## src/rtl/ipc_pkg.sv

```systemverilog
package ipc_pkg;
  typedef enum logic [1:0] {
    OFS_SET = 2'd0,
    OFS_FLG = 2'd1,
    OFS_STS = 2'd2,
    OFS_ACK = 2'd3
  } ofs_e;
endpackage

```

## src/rtl/ipc_rst_sync.sv

```systemverilog
module ipc_rst_sync (
  input  logic clk,
  input  logic rst_n,
  output logic rst_n_sync
);
  logic [1:0] sync_q;

  always_ff @(posedge clk or negedge rst_n) begin
    if (!rst_n) sync_q <= 2'b00;
    else        sync_q <= {sync_q[0], 1'b1};
  end

  assign rst_n_sync = sync_q[1];
endmodule

```

## src/rtl/ipc_flag_bank.sv

```systemverilog
module ipc_flag_bank #(
  parameter int NUM_CH = 32
) (
  input  logic              clk,
  input  logic              rst_n,
  input  logic [NUM_CH-1:0] set_i,
  input  logic [NUM_CH-1:0] ack_i,
  output logic [NUM_CH-1:0] flag_o
);
  logic [NUM_CH-1:0] flag_q, flag_d;
  logic              upd_en;

  assign upd_en = (|set_i) | (|ack_i);

  always_comb begin
    flag_d = (flag_q & ~ack_i) | set_i;
  end

  always_ff @(posedge clk or negedge rst_n) begin
    if (!rst_n)      flag_q <= '0;
    else if (upd_en) flag_q <= flag_d;
  end

  assign flag_o = flag_q;

  p_set_raises_r1: assert property (@(posedge clk) disable iff (!rst_n)
    (|set_i) |=> ((flag_q & $past(set_i)) == $past(set_i)));

  p_ack_clears_r3: assert property (@(posedge clk) disable iff (!rst_n)
    (|(ack_i & ~set_i)) |=> ((flag_q & $past(ack_i & ~set_i)) == '0));

  p_set_beats_ack_r4: assert property (@(posedge clk) disable iff (!rst_n)
    (|(ack_i & set_i)) |=> ((flag_q & $past(ack_i & set_i)) == $past(ack_i & set_i)));

  p_idle_hold_r8: assert property (@(posedge clk) disable iff (!rst_n)
    (set_i == '0 && ack_i == '0) |=> $stable(flag_q));
endmodule

```

## src/rtl/ipc_reg_port.sv

```systemverilog
module ipc_reg_port
  import ipc_pkg::*;
#(
  parameter int NUM_CH = 32,
  parameter int ADDR_W = 4
) (
  input  logic              we,
  input  logic [ADDR_W-1:0] addr,
  input  logic [NUM_CH-1:0] wdata,
  input  logic [NUM_CH-1:0] out_flags,
  input  logic [NUM_CH-1:0] in_flags,
  output logic [NUM_CH-1:0] set_o,
  output logic [NUM_CH-1:0] ack_o,
  output logic [NUM_CH-1:0] rdata
);
  logic hit;
  ofs_e sel;

  assign hit = (addr[ADDR_W-1:2] == '0);
  assign sel = ofs_e'(addr[1:0]);

  always_comb begin
    set_o = '0;
    ack_o = '0;
    if (we && hit) begin
      if (sel == OFS_SET) set_o = wdata;
      if (sel == OFS_ACK) ack_o = wdata;
    end
  end

  always_comb begin
    rdata = '0;
    if (hit) begin
      case (sel)
        OFS_FLG: rdata = out_flags;
        OFS_STS: rdata = in_flags;
        default: rdata = '0;
      endcase
    end
  end
endmodule

```

## src/rtl/ipc_event_mailbox.sv

```systemverilog
module ipc_event_mailbox #(
  parameter int NUM_CH  = 32,
  parameter int NUM_IRQ = 4,
  parameter int ADDR_W  = 4
) (
  input  logic               clk,
  input  logic               rst_n,
  input  logic               a_we,
  input  logic [ADDR_W-1:0]  a_addr,
  input  logic [NUM_CH-1:0]  a_wdata,
  output logic [NUM_CH-1:0]  a_rdata,
  output logic [NUM_IRQ-1:0] a_irq,
  input  logic               b_we,
  input  logic [ADDR_W-1:0]  b_addr,
  input  logic [NUM_CH-1:0]  b_wdata,
  output logic [NUM_CH-1:0]  b_rdata,
  output logic [NUM_IRQ-1:0] b_irq
);
  localparam int NUM_DIR = 2;
  localparam int DIR_AB  = 0;
  localparam int DIR_BA  = 1;

  logic              rst_n_sync;
  logic [NUM_CH-1:0] set_v  [NUM_DIR];
  logic [NUM_CH-1:0] ack_v  [NUM_DIR];
  logic [NUM_CH-1:0] flag_v [NUM_DIR];

  ipc_rst_sync u_rst (.clk(clk), .rst_n(rst_n), .rst_n_sync(rst_n_sync));

  ipc_reg_port #(.NUM_CH(NUM_CH), .ADDR_W(ADDR_W)) u_port_a (
    .we(a_we), .addr(a_addr), .wdata(a_wdata),
    .out_flags(flag_v[DIR_AB]), .in_flags(flag_v[DIR_BA]),
    .set_o(set_v[DIR_AB]), .ack_o(ack_v[DIR_BA]), .rdata(a_rdata));

  ipc_reg_port #(.NUM_CH(NUM_CH), .ADDR_W(ADDR_W)) u_port_b (
    .we(b_we), .addr(b_addr), .wdata(b_wdata),
    .out_flags(flag_v[DIR_BA]), .in_flags(flag_v[DIR_AB]),
    .set_o(set_v[DIR_BA]), .ack_o(ack_v[DIR_AB]), .rdata(b_rdata));

  for (genvar d = 0; d < NUM_DIR; d++) begin : g_dir
    ipc_flag_bank #(.NUM_CH(NUM_CH)) u_bank (
      .clk(clk), .rst_n(rst_n_sync),
      .set_i(set_v[d]), .ack_i(ack_v[d]), .flag_o(flag_v[d]));
  end

  assign b_irq = flag_v[DIR_AB][NUM_IRQ-1:0];
  assign a_irq = flag_v[DIR_BA][NUM_IRQ-1:0];

  p_views_agree_r2: assert property (@(posedge clk) disable iff (!rst_n_sync)
    (a_addr == ADDR_W'(1) && b_addr == ADDR_W'(2)) |-> (a_rdata == b_rdata));

  p_irq_drops_r6: assert property (@(posedge clk) disable iff (!rst_n_sync)
    (b_we && b_addr == ADDR_W'(3) && b_wdata[0] &&
     !(a_we && a_addr == ADDR_W'(0) && a_wdata[0])) |=> !b_irq[0]);

  p_blind_offsets_r7: assert property (@(posedge clk) disable iff (!rst_n_sync)
    (a_addr == ADDR_W'(0) || a_addr == ADDR_W'(3) || a_addr >= ADDR_W'(4)) |-> (a_rdata == '0));

  p_reset_quiet_r9: assert property (@(posedge clk)
    !rst_n_sync |-> (a_irq == '0 && b_irq == '0));
endmodule

```

## config.mk

```make
export PLATFORM = sky130hd
export DESIGN_NAME = ipc_event_mailbox
export DESIGN_NICKNAME = d
export VERILOG_FILES = /design/src/rtl/ipc_pkg.sv /design/src/rtl/ipc_rst_sync.sv /design/src/rtl/ipc_flag_bank.sv /design/src/rtl/ipc_reg_port.sv /design/src/rtl/ipc_event_mailbox.sv
export SDC_FILE = /design/constraint.sdc
export NUM_CORES = 1
export LEC_CHECK = 0
export ABC_AREA = 1
export BUFFER_PORTS_ARGS = -buffer_cell sky130_fd_sc_hd__buf_2
export CELL_PAD_IN_SITES_DETAIL_PLACEMENT = 0
export CELL_PAD_IN_SITES_GLOBAL_PLACEMENT = 1
export CORE_ASPECT_RATIO = 1.2
export CORE_MARGIN = 5
export CORE_UTILIZATION = 35
export CTS_CLUSTER_DIAMETER = 80
export DETAILED_ROUTE_END_ITERATION = 16
export PLACE_DENSITY = 0.78
export SLEW_MARGIN = 20
export SYNTH_ARGS = -nofsm -noshare
export SYNTH_HDL_FRONTEND = slang
export SYNTH_SLANG_ARGS = --single-unit
export TNS_END_PERCENT = 50
```

## constraint.sdc

```tcl
create_clock -name clk -period 2.4 [get_ports clk]
set_clock_uncertainty 0.1 [all_clocks]
set_input_delay 0.36 -clock clk [delete_from_list [all_inputs] [get_ports clk]]
set_output_delay 0.36 -clock clk [all_outputs]
set_load 0.01 [all_outputs]
```

# Word-level counts from Yosys, hierarchy flattened
# Cells that the tools add are included.
dict set report totals {
  ff_bits 66
  output_inout_bits 72
}
dict set report classes {
  eq_ne 6
  muxes 12
  n_reduce_logical 10
  bitwise 8
}
# op n
set ops {}
lappend ops {{32-bit two-way mux} 10}
lappend ops {{32-bit one-hot mux with 2 select lines} 2}
lappend ops {{32-bit OR reduction} 4}
lappend ops {{32-bit bitwise AND} 2}
lappend ops {{32-bit NOT} 2}
lappend ops {{32-bit OR} 2}
lappend ops {{2-bit equality test (second input constant)} 4}
lappend ops {{2-bit logical NOT} 4}
lappend ops {{2-bit by 1-bit equality test with 1-bit output (second input constant)} 2}
lappend ops {{1-bit logical AND} 2}
lappend ops {{1-bit OR} 2}

# Logic depth before layout (Yosys ltp)
dict set report depth {
  depth_word 6
  mapped_depth 7
  depth_no_buf 6
}

# Hierarchy
# A second synthesis with hierarchy kept.
dict set report hier_totals {
  hier_cells 959
  area_unflattened_um2 5328.9
}
# mod n_inst cells_each area_each_um2 seq_area_each_um2
set by_module_without_submodules {}
lappend by_module_without_submodules {ipc_reg_port 2 318 1356.3 0.0}
lappend by_module_without_submodules {ipc_flag_bank 2 160 1281.2 800.8}
lappend by_module_without_submodules {ipc_rst_sync 1 3 53.8 50.0}

# Least setup slack after synthesis
# OpenSTA, ideal clock, no wires.
dict set report synth_timing {
  kind {input -> output}
  startpoint {input port b_addr[0]}
  endpoint {output port b_rdata[10]}
  required_time_ps 1940
  n_path_buf 1
  arrival_time_ps 1179
  setup_slack_ps 761
  stages 5
  path_cell_list {inv_1 > ha_1 > clkbuf_1 > nand2_1 > a21oi_1}
}
dict set report synth_via {
  elab_chain_cells 3
}
# item line
set synth_lines {}
lappend synth_lines {{start, declared} ipc_event_mailbox.sv:14} ;# input logic [ADDR_W-1:0] b_addr,
lappend synth_lines {{2-bit equality test / 2-bit by 1-bit equality test with 1-bit output (equally long branches)} ipc_reg_port.sv:34} ;# case (sel)
lappend synth_lines {{32-bit one-hot mux with 2 select lines (*)} ipc_reg_port.sv:34}
lappend synth_lines {{32-bit two-way mux (*)} ipc_reg_port.sv:33} ;# if (hit) begin
lappend synth_lines {{end, declared} ipc_event_mailbox.sv:16} ;# output logic [NUM_CH-1:0] b_rdata,
# Mark *: on every way between the ends. The rest lies on a longest branch, timed or not.

# Final worst setup path
dict set report layout_timing {
  startpoint {input port b_addr[0]}
  endpoint {output port b_rdata[18]}
}
# The elaborated chain is that of the path after synthesis.

==> results.py <==
metrics = {
    "cells_and_area": {
        "multiInputGateArea_um2": 2380,
        "final_nets": 924,
        "drive_gt1_frac": 0.221,
        "regArea_um2": 1650,
        "area_growth_pct": 23.1,
        "final_area_um2": 5800,
        "num_antenna_cells": 0,
        "fill_cells": 1437,
    },
    "yosys": {
        "synth.largest_area_cell": "dfrtp_1",
        "synth.top_cell.area_share": 0.351,
        "synthCells": 725,
        "syn-num-nets": 809,
        "synth_top_family_by_area": "simple AND/OR/NAND/NOR gates",
        "synth_edf_count": 0,
        "ys_types": 13,
        "synth_xor_area_frac": 0,
        "async_flop_share": 1.00,
        "synth_warnings": 0,
        "ys_seq_elements": 66,
        "synth_ff_type": "dfrtp_1",
        "synth-simple-area-share": 0.413,
        "yosysSeqAreaShare": 0.351,
        "synth_mux_area_frac": 0,
        "syn_area_um2": 4710,
        "synth_top_cells_by_count": "nand2_1 (322), inv_1 (68), dfrtp_1 (66)",
        "synth.area.top_cells": "dfrtp_1 (35%), nand2_1 (26%), nand4_1 (8.5%)",
        "syn_avg_cell_area_um2": 6.49,
        "synthAdderAreaFrac": 0.0213,
        "yosysMostFrequentCell": "nand2_1",
        "synth_compound_area_frac": 0.0680,
    },
    "place": {
        "gp_congestion": 0.814,
        "place_ws_ns": 0.446,
        "placed_cell_area_um2": 5480,
        "place.port_buffers": 147,
        "dp_hpwl_um": 11300,
    },
    "power_and_ir_drop": {
        "finalPower_w": 0.00371,
        "peakVddDrop_v": 0.000260,
        "p_leak_nw": 3.25,
        "power_density_nw_per_um2": 641,
    },
    "floorplan": {
        "num_rows": 46,
        "die_w_um": 116,
        "dieArea_um2": 15900,
        "io-pin-count": 148,
        "core_um2": 13200,
        "start_util": 0.356,
        "die_y_um": 137,
    },
    "clock_tree": {
        "cts_tree": "built",
        "root_buffer": "clkbuf_16",
        "htreeDepth": 3,
        "ctsResizeCount": 0,
        "clock_sinks": 66,
        "cts_inserted_buffers": 9,
        "clk_pin_slew_ns": 0.06,
        "clk_latency_ns": 0.33,
        "ctsHoldBuffers": 1,
        "cts_buffer_depth": 2,
        "cts_setup_buffers": 0,
    },
    "sta": {
        "min_period_ns": 1.97,
        "holdWs_ns": 0.177,
        "drv_slew": 0,
        "fin_crit_sh": 0.820,
        "rsz0062_at_grt": "no",
        "slew_headroom": 0.518,
        "tightest_slew_ns": 0.722,
        "hold_violations": 0,
        "finalSetupViolCount": 0,
        "setup_tns_ns": 0,
        "max_freq_mhz": 508,
        "worst_slack_ns": 0.432,
    },
    "setup_path": {
        "setup.worst_path.start_class": "input pin",
        "cp.arrival_ns": 1.51,
        "critPathCaptureType": "output port",
        "critPathKind": "in2out",
        "worstPathMaxFanout": 24,
        "required_ns": 1.94,
    },
    "routing": {
        "vias": 5275,
        "wl_per_cell_um": 17.1,
        "firstDrtPassIters": 5,
        "wirelength_um": 17300,
        "drc_errors": 0,
        "first_iter_violations": 349,
        "via_per_inst": 5.21,
        "antenna_left": 0,
    },
    "job": {
        "cap_violations": 0,
    },
    "global_routing": {
        "gr-total-overflow": 0,
        "grt_pass1_vias": 5131,
        "grt_use_total": 0.218,
        "antenna_found_initial": 0,
        "grt_max_degree": 65,
        "grt_pass1_wl_um": 27200,
    },
    "run_status": {
        "status": "finished, final reports clean",
    },
    "worst_hold_path": {
        "hold_path_class": "reg2async",
    },
}
-- area by class of cell --
type / count / share of cell area
Sequential cell: 66 / 0.285
Clock buffer: 15 / 0.0514
Inverter: 68 / 0.0440
Tap cell: 168 / 0.0363
Multi-Input combinational cell: 525 / 0.410
Timing Repair Buffer: 170 / 0.172
Clock inverter: 1 / 0.000864
-- flip-flops by register name (all words and copies together), names as in the netlist --
name	cells
g_dir.u_bank.flag_o	64
u_rst.sync_q	2
-- power by group --
group	total [W]	internal, W	switching, W
clock network	0.00131	0.000839	0.000469
logic	0.000780	0.000291	0.000489
registers	0.00163	0.00137	0.000255
total	0.00371	0.00250	0.00121
-- metrics by stage --
step                       util  std cells
after floorplan               -        725
after global placement    0.414        996
after detailed placement  0.414        996
after CTS                 0.438       1013
after global routing      0.438       1013
final                     0.438       1013
-- worst max-delay path, stage by stage --
cell	delay [ns]
buf_2	0.11
inv_1	0.06
ha_1	0.28
nand2_1	0.08
buf_4	0.33
a21oi_1	0.11
buf_2	0.16
-- logic make-up after synthesis --
group	count (synthesis)
buffers and inverters	134
AOI/OAI and AO/OA	64
DFF	66
other	1
adders and majority gates	8
and+or+nand+nor	452
-- final timing paths --
| kind | from | end | slack [ns] | cells past startpoint |
|---|---|---|---|---|
| min in group clk | a_wdata[19] | g_dir[0].u_bank.flag_o[19] | 0.19 | 3 |
| worst max-delay path | b_addr[0] | b_rdata[18] | 0.43 | 7 |
| worst min register to register | u_rst.sync_q[1] | g_dir[0].u_bank.flag_o[21] | 0.18 | 0 |
| worst max register to register | u_rst.sync_q[1] | g_dir[1].u_bank.flag_o[4] | 1.41 | 1 |
| max in group asynchronous | u_rst.sync_q[1] | g_dir[1].u_bank.flag_o[4] | 1.41 | 1 |
| worst min-delay path | u_rst.sync_q[1] | g_dir[0].u_bank.flag_o[21] | 0.18 | 0 |
-- metal layers --
layer | global-route usage | up-vias | wire, um | share of wire
li1 | - | 2546 | - | -
met1 | 0.291 | 2538 | 7610 | 0.44
met2 | 0.353 | 173 | 8380 | 0.48
met3 | 0.0447 | 18 | 1080 | 0.062
met4 | 0.0696 | 0 | 214 | 0.012
met5 | 0 | - | 0 | 0
-- layout by cell type (no fill, tap or decap), types with 8 or more instances in the layout --
cell / n
clkbuf_16: 9
a21oi_1: 64
inv_1: 68
nand4_1: 64
ha_1: 8
nand3_1: 64
buf_4: 15
buf_2: 147
nand2_1: 322
dfrtp_1: 65
Power figures use the tool's default switching activity.
